File: config.mk
export PLATFORM = sky130hd
export DESIGN_NAME = ctl3w_rx
export DESIGN_NICKNAME = d
export VERILOG_FILES = /design/src/rtl/ctl3w_rx.sv
export SDC_FILE = /design/constraint.sdc
export NUM_CORES = 1
export LEC_CHECK = 0
export BUFFER_PORTS_ARGS = -buffer_cell sky130_fd_sc_hd__buf_2
export CAP_MARGIN = 20
export CORE_UTILIZATION = 40
export CTS_CLUSTER_SIZE = 24
export DETAILED_ROUTE_END_ITERATION = 8
export PLACE_DENSITY = 0.67
export SLEW_MARGIN = 0
export SYNTH_ARGS = -nofsm -noshare
export SYNTH_HDL_FRONTEND = slang
export SYNTH_SLANG_ARGS = --single-unit
File: constraint.sdc
create_clock -name clk -period 1.8 [get_ports clk]
set_input_delay 0.18 -clock clk [delete_from_list [all_inputs] [get_ports clk]]
set_output_delay 0.18 -clock clk [all_outputs]
set_load 0.01 [all_outputs]
File: src/rtl/ctl3w_rx.sv
module ctl3w_rx #(
  parameter logic [5:0] DEV_ID = 6'b000101,
  parameter int SYNC_STAGES = 2
) (
  input  logic       clk,
  input  logic       rst_n,
  input  logic       ctl_mode,
  input  logic       ctl_sck,
  input  logic       ctl_sdi,
  output logic [1:0] clk_ratio,
  output logic [2:0] in_fmt,
  output logic       dc_en,
  output logic [5:0] volume,
  output logic [3:0] bass,
  output logic [1:0] treble,
  output logic [1:0] deemph,
  output logic       mute,
  output logic [1:0] tone_mode,
  output logic [1:0] pwr_ctl
);
  localparam int BITS = 8;
  localparam int CW = $clog2(BITS);
  localparam logic [CW-1:0] LAST = CW'(BITS - 1);

  logic [SYNC_STAGES-1:0] mode_q, sck_q, sdi_q;
  logic mode_s, sck_s, sdi_s, mode_prev, sck_prev;
  logic [BITS-2:0] shreg;
  logic [CW-1:0] cnt;
  logic sel;
  logic [1:0] grp;

  always_ff @(posedge clk or negedge rst_n)
    if (!rst_n) begin
      mode_q <= '0;
      sck_q  <= '1;
      sdi_q  <= '0;
    end else begin
      mode_q <= {mode_q[SYNC_STAGES-2:0], ctl_mode};
      sck_q  <= {sck_q[SYNC_STAGES-2:0], ctl_sck};
      sdi_q  <= {sdi_q[SYNC_STAGES-2:0], ctl_sdi};
    end

  assign mode_s = mode_q[SYNC_STAGES-1];
  assign sck_s  = sck_q[SYNC_STAGES-1];
  assign sdi_s  = sdi_q[SYNC_STAGES-1];

  wire sck_rise  = sck_s & ~sck_prev;
  wire mode_flip = mode_s ^ mode_prev;
  wire done      = sck_rise & ~mode_flip & (cnt == LAST);
  wire [BITS-1:0] rx = {sdi_s, shreg};
  wire wr_data   = done & mode_s & sel & (grp == 2'b00);
  wire wr_stat   = done & mode_s & sel & (grp == 2'b10) & ~rx[7];

  always_ff @(posedge clk or negedge rst_n)
    if (!rst_n) begin
      mode_prev <= 1'b0;
      sck_prev  <= 1'b1;
      shreg     <= '0;
      cnt       <= '0;
    end else begin
      mode_prev <= mode_s;
      sck_prev  <= sck_s;
      if (mode_flip) cnt <= '0;
      else if (sck_rise) begin
        shreg <= {sdi_s, shreg[BITS-2:1]};
        cnt   <= (cnt == LAST) ? '0 : cnt + 1'b1;
      end
    end

  always_ff @(posedge clk or negedge rst_n)
    if (!rst_n) begin
      sel <= 1'b0;
      grp <= 2'b00;
    end else if (done && !mode_s) begin
      sel <= (rx[7:2] == DEV_ID);
      grp <= rx[1:0];
    end

  always_ff @(posedge clk or negedge rst_n)
    if (!rst_n) begin
      volume    <= '0;
      bass      <= '0;
      treble    <= '0;
      deemph    <= '0;
      mute      <= 1'b0;
      tone_mode <= '0;
      pwr_ctl   <= 2'b11;
    end else if (wr_data) begin
      case (rx[7:6])
        2'b00: volume <= rx[5:0];
        2'b01: begin bass <= rx[5:2]; treble <= rx[1:0]; end
        2'b10: begin deemph <= rx[4:3]; mute <= rx[2]; tone_mode <= rx[1:0]; end
        default: pwr_ctl <= rx[1:0];
      endcase
    end

  always_ff @(posedge clk or negedge rst_n)
    if (!rst_n) begin
      clk_ratio <= '0;
      in_fmt    <= '0;
      dc_en     <= 1'b0;
    end else if (wr_stat) begin
      clk_ratio <= rx[5:4];
      in_fmt    <= rx[3:1];
      dc_en     <= rx[0];
    end

  wire [24:0] regs = {clk_ratio, in_fmt, dc_en, volume, bass, treble,
                      deemph, mute, tone_mode, pwr_ctl};

  assert_commit_only_R11: assert property (@(posedge clk) disable iff (!rst_n)
    !done |=> $stable(regs));
  assert_addr_no_write_R2: assert property (@(posedge clk) disable iff (!rst_n)
    (done && !mode_s) |=> $stable(regs));
  assert_unsel_ignored_R2: assert property (@(posedge clk) disable iff (!rst_n)
    (done && mode_s && !sel) |=> $stable(regs));
  assert_unused_grp_R3: assert property (@(posedge clk) disable iff (!rst_n)
    (done && mode_s && grp[0]) |=> $stable(regs));
  assert_stat_hi_ignored_R9: assert property (@(posedge clk) disable iff (!rst_n)
    (done && mode_s && sel && grp == 2'b10 && rx[7]) |=> $stable(regs));
  assert_vol_load_R5: assert property (@(posedge clk) disable iff (!rst_n)
    (wr_data && rx[7:6] == 2'b00) |=> (volume == $past(rx[5:0])));
  assert_flip_realign_R10: assert property (@(posedge clk) disable iff (!rst_n)
    mode_flip |=> (cnt == '0));
endmodule

== After elaboration in Yosys (flattened, before gate mapping) ==
Cells that the tools add are included.

* Register bits: 46
* Bits of input ports: 5
* Output and inout bits: 25
* Word-level logic and storage cells: 52

* Add/subtract/negate cells: 1
* Eq/ne operators: 5
* Multiplexer cells: 3
* Bitwise gates (word level): 13
* Reductions and logical operators: 11

{| class="wikitable"
|+ Operator list
! operator !! count
|-
| 2-bit AND reduction || 5
|-
| 3-bit two-way mux || 3
|-
| 1-bit bitwise AND || 8
|-
| 6-bit by 3-bit equality test with 1-bit output (second input constant) || 1
|-
| 2-bit equality test (second input constant) || 2
|-
| 2-bit logical NOT || 2
|-
| 1-bit NOT || 4
|-
| 3-bit by 1-bit adder with 3-bit output (second input constant) || 1
|-
| 3-bit equality test (second input constant) || 1
|-
| 3-bit OR reduction || 1
|-
| 2-bit by 1-bit equality test with 1-bit output (second input constant) || 1
|-
| 2-bit nonzero test || 1
|-
| 1-bit logical AND || 1
|-
| 1-bit logical NOT || 1
|-
| 1-bit XOR || 1
|}

== Depth between registers and ports, before layout ==
Gate-level depths: netlist of the first run.

* Word-level depth: 8
* Mapped depth: 6
* Gate-level depth less buffers: 5

== Worst setup path after synthesis of the first run ==
Ideal clock, no wire load.

* Kind: register to register
* Start point: register cnt[0]
* End point: register bass[0]
* Setup time: 0.125 ns
* Arrival: 1.628 ns
* Data required time: 1.675 ns
* Slack: 0.048 ns
* Cell stages (with the launch flop): 7
* Buffers on the path: 1
* Clock period less this slack: 1.752 ns
* Cell sequence: dfrtp_1 ha_1 ha_1 and4_1 buf_2 nand4b_1 mux2_2

* Longest elaborated chain between the ends: 6

{| class="wikitable"
|+ Ends and longest elaborated chain
! element !! line !! text
|-
| from (decl) || 28 || <nowiki>logic [CW-1:0] cnt;</nowiki>
|-
| from (signal assigned) || 66 || <nowiki>cnt <= (cnt == LAST) ? '0 : cnt + 1'b1;</nowiki>
|-
| 3-bit equality test || 49 || <nowiki>wire done = sck_rise & ~mode_flip & (cnt == LAST);</nowiki>
|-
| 1-bit bitwise AND || 49 ||
|-
| 1-bit bitwise AND (3 in series) || 51 || <nowiki>wire wr_data = done & mode_s & sel & (grp == 2'b00);</nowiki>
|-
| 2-bit AND reduction (no line) || - ||
|-
| to (signal assigned) || 91 || <nowiki>2'b01: begin bass <= rx[5:2]; treble <= rx[1:0]; end</nowiki>
|-
| to (decl) || 14 || <nowiki>output logic [3:0] bass,</nowiki>
|}

Every way passes these cells.
A chain may end at the register's enable or synchronous reset.

== Final worst setup path of the first run ==
* Start point: register cnt[0]
* End point: register bass[3]

Same word-level chain as after synthesis.

==> results.ini, run 1 <==
[floorplanning]
die_w_um = 68.2
core_um2 = 4120
rows = 23
initial_utilization_pct = 42.6
floorplan.die_area_um2 = 4650
die_h_um = 68.2
io_pins = 30

[power_and_ir_drop]
leakagePower_nw = 1.11
p_per_area_nw_per_um2 = 922
ir_drop_v = 0.000393

[logic_synthesis]
synth_top_area_share_pct = 58.5
synth_cell_types = 21
seq_area_frac_synth_pct = 66.0
netlist_instances = 108
yosys-top-cells-area = dfrtp_1, mux2_2, dfstp_2, mux2i_1, ha_1
ys_warn_count = 0
syn_area_per_cell_um2 = 16.2
synth_fp_nets = 115
syn_area_um2 = 1750
synth_area_leader_cell = dfrtp_1
ys_ff_latch = 46

[global_route]
grt_overflow_total = 0
antenna_found_initial = 0
grt_pass1_vias = 979
grt_pass1_wl_um = 4860
track_usage_pct = 15.0
grt_max_degree = 47

[setup_path]
critPathLaunchType = flip-flop
critPathTopFamily = adder cells
crit_chain = ha_1 > ha_2 > and4_4 > nand4b_1 > buf_4 > mux2_2
critPathBufInv = 1
path_depth = 6
required_ns = 1.98
slowest_stage = dfrtp_1
end_kind = flip-flop
r2r_cells = 6
path_max_fanout = 5
critical_path_class = flip-flop to flip-flop
critical-path-max-stage-delay_ns = 0.38
r2r_setup_slack_ns = 0.11
cp.arrival_ns = 1.87

[placed_design]
placedCellCount = 188
gp_congestion = 0.874
post-place-ws_ns = -0.0630
portBuffers = 29
dp_hpwl_um = 2070

[run]
cap_violations = 0

[sta]
hold_violations = 0
period_share_pct = 94.1
period_needed_ns = 1.69
fin_hold_ws_ns = 0.351
setup_ws_ns = 0.106
slew_viol_final = 0
rsz0062_at_grt = false
max_slew_margin_pct = 62.5
clock.fmax_mhz = 590
worst_pin_slew_ns = 0.562
skew_ns = 0.0110
finalSetupViolCount = 0

[clock_network]
root_buffer = clkbuf_8
cts_tree = built
clockBufferDepth = 2
clkSlewWorstSetupHoldPaths_ns = 0.08
cts_sinks = 46
clk_latency_ns = 0.29
cts_made_buffers = 5
htree_levels = 2

[final_layout]
layout.cells.non_filler = 204
fillers = 359
mostFrequentLayoutCell = dfrtp_1
final_cell_mix = dfrtp_1, mux2_2, buf_2
layout-area-overhead-vs-synth_pct = 22.7
antenna_cells = 0
finalNetCount = 160
drive_gt1_share_pct = 55.8

[hold_path]
min_delay_path_depth = 0
min_path_type = flip-flop to flip-flop

[status]
outcome = completed

[detailed_routing]
antenna_left = 0
detail_route.wl_per_cell_um = 15.0
first_pass_iters = 4
wl_um = 3060
vias = 1037
drtIter0Drc = 31
route.detailed.drc = 0
routed_via_density = 5.08

## state kept, by name, summed over array words and instances (netlist names)
| name | count |
|---|---|
| mode_q | 2 |
| cnt | 3 |
| mode_prev | 1 |
| clk_ratio | 2 |
| shreg | 7 |
| mute | 1 |
| volume | 6 |
| bass | 4 |
| sck_q | 2 |
| grp | 2 |
| tone_mode | 2 |
| sck_prev | 1 |
| sdi_q | 2 |
| pwr_ctl | 2 |
| in_fmt | 3 |
| treble | 2 |
| deemph | 2 |
| sel | 1 |
| dc_en | 1 |
## through the flow
stage	power, mW	util [%]	area [µm²]	TNS, ns
after floorplan	1.30	-	1750	0
after global placement	1.40	47.9	1970	0
after detailed placement	1.40	47.9	1970	-0.450
after CTS	2.01	51.6	2120	0
after global routing	2.10	52.3	2150	0
final	1.98	52.3	2150	0
## worst paths after layout
check,start,end
min in group asynchronous,rst_n,shreg[1]$_DFFE_PN0N_
max in group asynchronous,rst_n,pwr_ctl[0]$_DFFE_PN1P_
hold reg to reg,sdi_q[0]$_DFF_PN0_,sdi_q[1]$_DFF_PN0_
setup reg to reg,cnt[0]$_DFFE_PN0P_,bass[3]$_DFFE_PN0P_
setup / recovery,cnt[0]$_DFFE_PN0P_,bass[3]$_DFFE_PN0P_
hold / removal,sdi_q[0]$_DFF_PN0_,sdi_q[1]$_DFF_PN0_
## final cells by class
| type | count | area, µm² | area share [%] |
|---|---|---|---|
| clock buffers | 7 | 76.3 | 3.55 |
| multi-input cells | 60 | 611 | 28.4 |
| repair buffers | 39 | 234 | 10.9 |
| inverters | 1 | 3.75 | 0.174 |
| clock inverters | 1 | 7.51 | 0.349 |
| well taps | 50 | 62.6 | 2.91 |
| flip-flops and latches | 46 | 1160 | 53.8 |
## cells in the mapped netlist, drive strengths merged
| cell type | count |
|---|---|
| nor2 | 6 |
| mux2i | 3 |
| nand4b | 2 |
| dfrtp | 41 |
| ha | 2 |
| nand3 | 1 |
| a21oi | 1 |
| xor2 | 1 |
| nand2 | 1 |
| buf | 1 |
| nor4b | 2 |
| and4 | 1 |
| inv | 1 |
| nand2b | 1 |
| mux2 | 34 |
| nor2b | 1 |
| or3 | 1 |
| nand4 | 3 |
| dfstp | 5 |
## metal layers
metal  GRT usage [%]  vias up  part of all wire [%]  wire, µm
met5               0        -                     0         0
met4            7.03        0                   1.8        55
met3            4.00        7                   3.5       106
met2            23.4       24                    48      1460
met1            19.5      525                    47      1440
li1                -      481                     -         -
## power breakdown
part | switching (mW) | internal [mW] | total (mW)
registers | 0.136 | 1.11 | 1.25
logic | 0.0563 | 0.0825 | 0.139
clock network | 0.322 | 0.275 | 0.597
## logic make-up (layout without fill, tap and decap cells)
logic type                 after synthesis  count (layout)  share of synthesized area [%]
AOI/OAI and AO/OA                        1               1                          0.285
xor gates and xnor gates                 1               1                          0.499
adders and majority gates                2               2                           1.43
buffers and inverters                    2              48                          0.499
DFF                                     46              46                           66.0
muxes                                   37              37                           23.5
and+or+nand+nor                         19              19                           7.78
## repair_timing
| item | CTS | global route |
|---|---|---|
| cloned | 0 | 0 |
| endpoints found under the setup margin | 14 | 19 |
| gates resized for setup | 2 | 5 |
| buffers inserted | 3 | 1 |
| hold endpoints to repair | 44 | 0 |
| pin swaps | 1 | 0 |
| hold buffers | 4 | 0 |
(Power assumes the default switching activity.)
==> run 2: changes to the inputs <==
--- a/config.mk
+++ b/config.mk
@@ -5,9 +5,11 @@
 export SDC_FILE = /design/constraint.sdc
 export NUM_CORES = 1
 export LEC_CHECK = 0
+export ABC_AREA = 1
 export BUFFER_PORTS_ARGS = -buffer_cell sky130_fd_sc_hd__buf_2
 export CAP_MARGIN = 20
 export CORE_UTILIZATION = 40
+export CTS_CLUSTER_DIAMETER = 100
 export CTS_CLUSTER_SIZE = 24
 export DETAILED_ROUTE_END_ITERATION = 8
 export PLACE_DENSITY = 0.67
==> run 2 against run 1 <==
Global-route usage grew 0.94 points. Via count grew 33%. Total power grew 0.93%. Setup slack gained 0.031 ns. Sequential share of layout area shrank 1.4 points. Clock-buffer cell count shrank 1. Design area grew 2.7%. Register-to-register slack gained 0.03 ns. Worst hold slack lost 0.023 ns. Final cell count grew 35%.
==> results.ini, run 2 <==
[detailed_routing]
antenna_left = 0  ; unchanged
first_pass_iters = 4  ; unchanged
vias = 1381  ; +33%
wl_um = 3450  ; +13%
routed_via_density = 5.00  ; -1.6%
route.detailed.drc = 0  ; unchanged
drtIter0Drc = 96  ; +210%
detail_route.wl_per_cell_um = 12.5  ; -17%

[logic_synthesis]
synth_area_leader_cell = dfrtp_1
synth_top_area_share_pct = 54.8  ; -3.6 points
synth_fa_ha_area_share_pct = 1.34  ; -0.089 points
synth_compound_area_share_pct = 6.62  ; +6.3 points
yosys.area_share.simple_pct = 23.9  ; +16 points
netlist_instances = 184  ; +70%
synth_ff_type = dfrtp_1
synth_most_common_cell = nand2_1
synth_top_family_by_area = simple AND/OR/NAND/NOR gates
synthMuxAreaShare_pct = 0  ; -24 points
seq_area_frac_synth_pct = 61.9  ; -4.1 points
synth-xor-area-share_pct = 0.870  ; +0.37 points
async_flop_share_pct = 100  ; unchanged
synth_fp_nets = 191  ; +66%
syn_area_per_cell_um2 = 10.2  ; -37%
ys_warn_count = 0  ; unchanged
yosys-top-cells-area = dfrtp_1, nand2_1, dfstp_2, nand4_1, inv_1
synth_common_cells = nand2_1, dfrtp_1, nand4_1
synth_cell_types = 22  ; +4.8%
synth_edf_count = 0  ; unchanged
ys_ff_latch = 46  ; unchanged
syn_area_um2 = 1870  ; +6.6%

[placed_design]
dp_hpwl_um = 2440  ; +18%
gp_congestion = 0.794  ; -9.1%
portBuffers = 29  ; unchanged

[floorplanning]
die_h_um = 70.4  ; +3.2%
floorplan.die_area_um2 = 4950  ; +6.4%
rows = 24  ; +4.3%
initial_utilization_pct = 42.4  ; -0.25 points
core_um2 = 4410  ; +7.3%
io_pins = 30  ; unchanged
die_w_um = 70.4  ; +3.2%

[global_route]
grt_util_met1_pct = 22.7  ; +3.2 points
grt_overflow_total = 0  ; unchanged
grtUsageMet3_pct = 5.05  ; +1.1 points
grt_pass1_vias = 1298  ; +33%
grt_max_degree = 24  ; -49%
track_usage_pct = 16.0  ; +0.94 points
grt_busiest_layer = met1
grt_pass1_wl_um = 6150  ; +27%
gr-usage-met2_pct = 22.2  ; -1.2 points
antenna_found_initial = 0  ; unchanged

[sta]
max_slew_margin_pct = 68.6  ; +6.1 points
hold_violations = 0  ; unchanged
tns_ns = 0  ; unchanged
period_share_pct = 92.4  ; -1.7 points
period_needed_ns = 1.66  ; -0.0312 ns
skew_ns = 0.00639  ; -0.00461 ns
rsz0062_at_grt = true
clock.fmax_mhz = 602  ; +1.9%
slew_viol_final = 0  ; unchanged
worst_pin_slew_ns = 0.469  ; -0.0932 ns
finalSetupViolCount = 0  ; unchanged

[final_layout]
finalNetCount = 230  ; +44%
antenna_cells = 0  ; unchanged
drive_gt1_share_pct = 26.8  ; -29 points
top_regs = shreg: 7 flops, volume: 6 flops, bass: 4 flops
mostFrequentLayoutCell = nand2_1
largest-register = shreg
largest_reg_flops = 7  ; unchanged
layout-area-overhead-vs-synth_pct = 18.1
final_cell_mix = nand2_1, dfrtp_1, buf_2

[setup_path]
critical_path_class = flip-flop to flip-flop
path_max_fanout = 12  ; +7
r2r_end = clk_ratio[1]$_DFFE_PN0P_
critPathLaunchType = flip-flop
required_ns = 1.98  ; about the same
r2r_setup_slack_ns = 0.14  ; +0.03 ns
end_kind = flip-flop
critPathLaunch = cnt[0]$_DFFE_PN0P_
endpoint = clk_ratio[1]$_DFFE_PN0P_
r2r_cells = 7  ; +1
cp.arrival_ns = 1.85  ; -0.02 ns
r2r_start = cnt[0]$_DFFE_PN0P_

[power_and_ir_drop]
p_clk_share_pct = 32.5  ; +2.4 points
ir_drop_v = 0.000400  ; +1.6%
pwr-share-comb_pct = 7.9  ; +0.9 points
power.total_mw = 2.00  ; +0.93%
seq_power_share_pct = 59.6  ; -3.3 points
leakagePower_nw = 1.16  ; +4.7%
p_per_area_nw_per_um2 = 906  ; -1.7%
p_int_mw = 1.45  ; -1.1%
switching_share_pct = 27.5  ; +1.5 points
p_sw_uw = 550  ; +6.8%

[clock_network]
clkSlewWorstSetupHoldPaths_ns = 0.09  ; about the same
cts_tree = built
clockBufferDepth = 2  ; unchanged
htree_levels = 2  ; unchanged
clk_latency_ns = 0.30  ; about the same
cts_made_buffers = 5  ; unchanged
cts_sinks = 46  ; unchanged
cts-resized-gates = 0  ; -2
root_buffer = clkbuf_8

[status]
outcome = completed

[hold_path]
min_path_type = primary input to async pin

[run]
cap_violations = 0  ; unchanged

-- run 2: changes by cell type after synthesis, moves of 2 or more --
| cell | before | now |
|---|---|---|
| nand2_1 | 1 | 55 |
| mux2_2 | 34 | 0 |
| nand4_1 | 3 | 21 |
| inv_1 | 1 | 15 |
| o21ai_0 | 0 | 11 |
| o21ai_2 | 0 | 6 |
| nand3_1 | 1 | 6 |
| mux2i_1 | 3 | 0 |
| buf_6 | 0 | 2 |
| nand2_2 | 0 | 2 |
| nand4b_1 | 2 | 0 |
| nor2_4 | 0 | 2 |
| o21ai_1 | 0 | 2 |
-- run 2: kinds of logic after synthesis --
| logic type | Yosys count |
|---|---|
| adder cells (fa/ha/maj) | 2 |
| XOR/XNOR | 1 |
| flip-flops | 46 |
| AO/OA/AOI/OAI | 20 |
| buffers and inverters | 21 |
| AND/OR/NAND/NOR | 94 |
-- run 2: critical path, stage by stage, from the launching register on --
cell,delay (ns)
dfrtp_1,0.37
ha_1,0.16
ha_1,0.21
nand4_2,0.14
nor2_4,0.23
nand2_2,0.24
nand2_1,0.14
o21ai_2,0.06
-- run 2: routing by layer --
| metal | share of wire [%] | routed length (µm) | vias to the layer above |
|---|---|---|---|
| met5 | 0 | 0 | - |
| met4 | 1.8 | 61 | 0 |
| met3 | 4.8 | 165 | 8 |
| met2 | 43 | 1480 | 37 |
| met1 | 50 | 1740 | 645 |
| li1 | - | - | 691 |
-- run 2: final cells by class --
type | count | area [µm²]
clock inverter | 2 | 12.5
tap | 52 | 65.1
timing repair buffer | 38 | 223
sequential | 46 | 1160
multi-input combinational | 117 | 613
inverter | 15 | 56.3
clock buffer | 6 | 82.6
fill | 417 | 2200
-- run 2: per-stage QoR --
stage / instance area (µm²) / instances / setup slack (ns) / util [%] / hold WS [ns]
after global placement: 2070 / 264 / 0.211 / 47.0 / 0.126
after global routing: 2210 / 276 / -0.0220 / 50.1 / 0.361
final: 2210 / 276 / 0.138 / 50.1 / 0.328
after CTS: 2210 / 276 / 0.130 / 50.1 / 0.340
after detailed placement: 2070 / 264 / 0.148 / 47.0 / 0.136
after floorplan: 1870 / 184 / 0.397 / - / -0.116
-- run 2: power groups by stage --
stage | Clock [mW] | Combinational (mW) | Sequential, mW
floorplan | 0 | 0.107 | 1.17
global placement | 0 | 0.149 | 1.21
detailed placement | 0 | 0.154 | 1.21
CTS | 0.674 | 0.161 | 1.19
global route | 0.716 | 0.189 | 1.20
finish | 0.652 | 0.158 | 1.19
-- run 2: how the worst min path moves through the flow --
| stage | from | endpoint | slack (ns) | depth (start not counted) |
|---|---|---|---|---|
| final | rst_n | mode_prev$_DFF_PN0_ | 0.33 | 2 |
| after global routing | sdi_q[0]$_DFF_PN0_ | sdi_q[1]$_DFF_PN0_ | 0.36 | 0 |
| after CTS | rst_n | mode_q[0]$_DFF_PN0_ | 0.34 | 2 |
| after detailed placement | rst_n | mode_q[0]$_DFF_PN0_ | 0.14 | 1 |
| after global placement | rst_n | mode_q[0]$_DFF_PN0_ | 0.13 | 1 |
| after floorplan | rst_n | bass[0]$_DFFE_PN0P_ | -0.12 | 0 |
-- run 2: repair_timing --
item                                    CTS  global route
endpoints found under the hold margin    17             0
hold buffers                              4             0
buffers inserted                          0             0
endpoints found under the setup margin    0             5
==> run 3: changes to the inputs <==
--- a/config.mk
+++ b/config.mk
@@ -8,11 +8,11 @@
 export ABC_AREA = 1
 export BUFFER_PORTS_ARGS = -buffer_cell sky130_fd_sc_hd__buf_2
 export CAP_MARGIN = 20
-export CORE_UTILIZATION = 40
+export CORE_UTILIZATION = 49
 export CTS_CLUSTER_DIAMETER = 100
 export CTS_CLUSTER_SIZE = 24
 export DETAILED_ROUTE_END_ITERATION = 8
-export PLACE_DENSITY = 0.67
+export PLACE_DENSITY = 0.78
 export SLEW_MARGIN = 0
 export SYNTH_ARGS = -nofsm -noshare
 export SYNTH_HDL_FRONTEND = slang
==> run 3 against run 2 <==
Combinational power hardly changed. Fmax shrank 1.2%. Design area shrank 0.79%. Highest routed layer unchanged.
==> results.ini, run 3 (synthesis gave the netlist of run 2 again) <==
[run]
cap_violations = 0  ; unchanged

[setup_path]
slowest_stage = dfrtp_1
crit_chain = ha_1 > ha_1 > nand4_2 > nor2_4 > nand2_2 > nand2_1 > o21ai_2
cp.arrival_ns = 1.87  ; +0.02 ns
critPathLaunchType = flip-flop
end_kind = flip-flop
critPathTopFamily = simple AND/OR/NAND/NOR gates
critPathBufInv = 0  ; unchanged
critical_path_class = flip-flop to flip-flop
path_max_fanout = 12  ; unchanged
critical-path-max-stage-delay_ns = 0.37  ; about the same
required_ns = 1.98  ; about the same
cpMostUsedCell = ha_1

[final_layout]
largest-register = shreg
mostFrequentLayoutCell = nand2_1
top_regs = shreg: 7 flops, volume: 6 flops, bass: 4 flops
final_cell_mix = nand2_1, dfrtp_1, buf_2
antenna_cells = 0  ; unchanged
layout.cells.non_filler = 272  ; -1.4%
finalNetCount = 230  ; unchanged
final_core_util_pct = 59.9  ; +9.8 points
layout-area-overhead-vs-synth_pct = 17.2
fillers = 327  ; -22%
largest_reg_flops = 7  ; unchanged
drive_gt1_share_pct = 25.9  ; -0.89 points
final_area_um2 = 2190  ; -0.79%

[global_route]
antenna_found_initial = 0  ; unchanged
grt_max_degree = 47  ; +96%
grt_pass1_wl_um = 5910  ; -4.0%
grt_pass1_vias = 1285  ; -1.0%
track_usage_pct = 19.7  ; +3.7 points
grt_overflow_total = 0  ; unchanged

[floorplanning]
die_w_um = 63.8  ; -9.4%
floorplan.die_area_um2 = 4070  ; -18%
rows = 22  ; -8.3%
initial_utilization_pct = 51.1  ; +8.7 points
io_pins = 30  ; unchanged
core_um2 = 3660  ; -17%
die_h_um = 63.8  ; -9.4%

[sta]
clock.fmax_mhz = 594  ; -1.2%
finalSetupViolCount = 0  ; unchanged
tns_ns = 0  ; unchanged
skew_ns = 0.00642  ; +0.0000301 ns
max_slew_margin_pct = 63.5  ; -5.2 points
rsz0062_at_grt = true
period_needed_ns = 1.68  ; +0.0197 ns
period_share_pct = 93.4  ; +1.1 points
setup_ws_ns = 0.118  ; -0.0197 ns
slew_viol_final = 0  ; unchanged
worst_pin_slew_ns = 0.548  ; +0.0791 ns
hold_violations = 0  ; unchanged
fin_hold_ws_ns = 0.357  ; +0.0289 ns

[detailed_routing]
detail_route.wl_per_cell_um = 12.5  ; +0.18%
first_pass_iters = 4  ; unchanged
drtIter0Drc = 85  ; -11%
wl_um = 3410  ; -1.3%
route.detailed.drc = 0  ; unchanged
routed_via_density = 5.11  ; +2.1%
vias = 1389  ; +0.58%
antenna_left = 0  ; unchanged

[clock_network]
htree_levels = 2  ; unchanged
clkSlewWorstSetupHoldPaths_ns = 0.08  ; about the same
cts-resized-gates = 0  ; unchanged
clockBufferDepth = 2  ; unchanged
cts_made_buffers = 5  ; unchanged
cts_tree = built
root_buffer = clkbuf_8
cts_sinks = 46  ; unchanged
clk_latency_ns = 0.30  ; about the same

[placed_design]
dp_hpwl_um = 2300  ; -5.6%
dpl_cell_area_um2 = 2060  ; -0.60%
post-place-ws_ns = 0.106  ; -0.0415 ns
placedCellCount = 259  ; -1.9%
gp_congestion = 0.764  ; -3.8%
portBuffers = 29  ; unchanged

[power_and_ir_drop]
leakagePower_nw = 1.15  ; -1.1%
ir_drop_v = 0.000607  ; +52%
p_per_area_nw_per_um2 = 891  ; -1.7%
power.total_mw = 1.95  ; -2.5%

[status]
outcome = completed

[hold_path]
min_path_type = flip-flop to flip-flop

run 3: path summary, 6_finish.rpt:
| check | startpoint | endpoint | slack (ns) | depth (start not counted) |
|---|---|---|---|---|
| setup / recovery | cnt[0]$_DFFE_PN0P_ | dc_en$_DFFE_PN0P_ | 0.12 | 7 |
| hold / removal | sdi_q[0]$_DFF_PN0_ | sdi_q[1]$_DFF_PN0_ | 0.36 | 0 |
| setup reg to reg | cnt[0]$_DFFE_PN0P_ | dc_en$_DFFE_PN0P_ | 0.12 | 7 |
| hold reg to reg | sdi_q[0]$_DFF_PN0_ | sdi_q[1]$_DFF_PN0_ | 0.36 | 0 |
| max in group asynchronous | rst_n | sck_prev$_DFF_PN1_ | 0.93 | 3 |
| min in group asynchronous | rst_n | bass[2]$_DFFE_PN0P_ | 0.49 | 3 |
run 3: timing repair:
action                                 4_1_cts  5_1_grt
hold buffers                                 4        0
setup endpoints to repair                    0       18
endpoints found under the hold margin       44        0
setup buffers                                0        0
run 3: layout make-up:
type	instances	area (µm²)	share of cell area [%]
Clock inverter	1	7.51	0.342
Clock buffer	7	76.3	3.48
Sequential cell	46	1160	52.8
Inverter	15	56.3	2.57
Timing Repair Buffer	37	215	9.82
Tap cell	48	60.1	2.74
Multi-Input combinational cell	118	619	28.3
run 3: power breakdown:
part / switching (mW) / internal, mW / total, mW
combinational: 0.107 / 0.0504 / 0.158
sequential: 0.104 / 1.09 / 1.20
clock: 0.325 / 0.275 / 0.599
total: 0.536 / 1.42 / 1.95
run 3: routing by layer:
metal | GRT usage, % | wire (µm) | vias to the layer above | part of all wire, %
li1 | - | - | 689 | -
met1 | 26.7 | 1600 | 642 | 47
met3 | 6.43 | 208 | 8 | 6.1
met2 | 28.1 | 1520 | 50 | 45
met4 | 10.2 | 77 | 0 | 2.3
met5 | 0 | 0 | - | 0
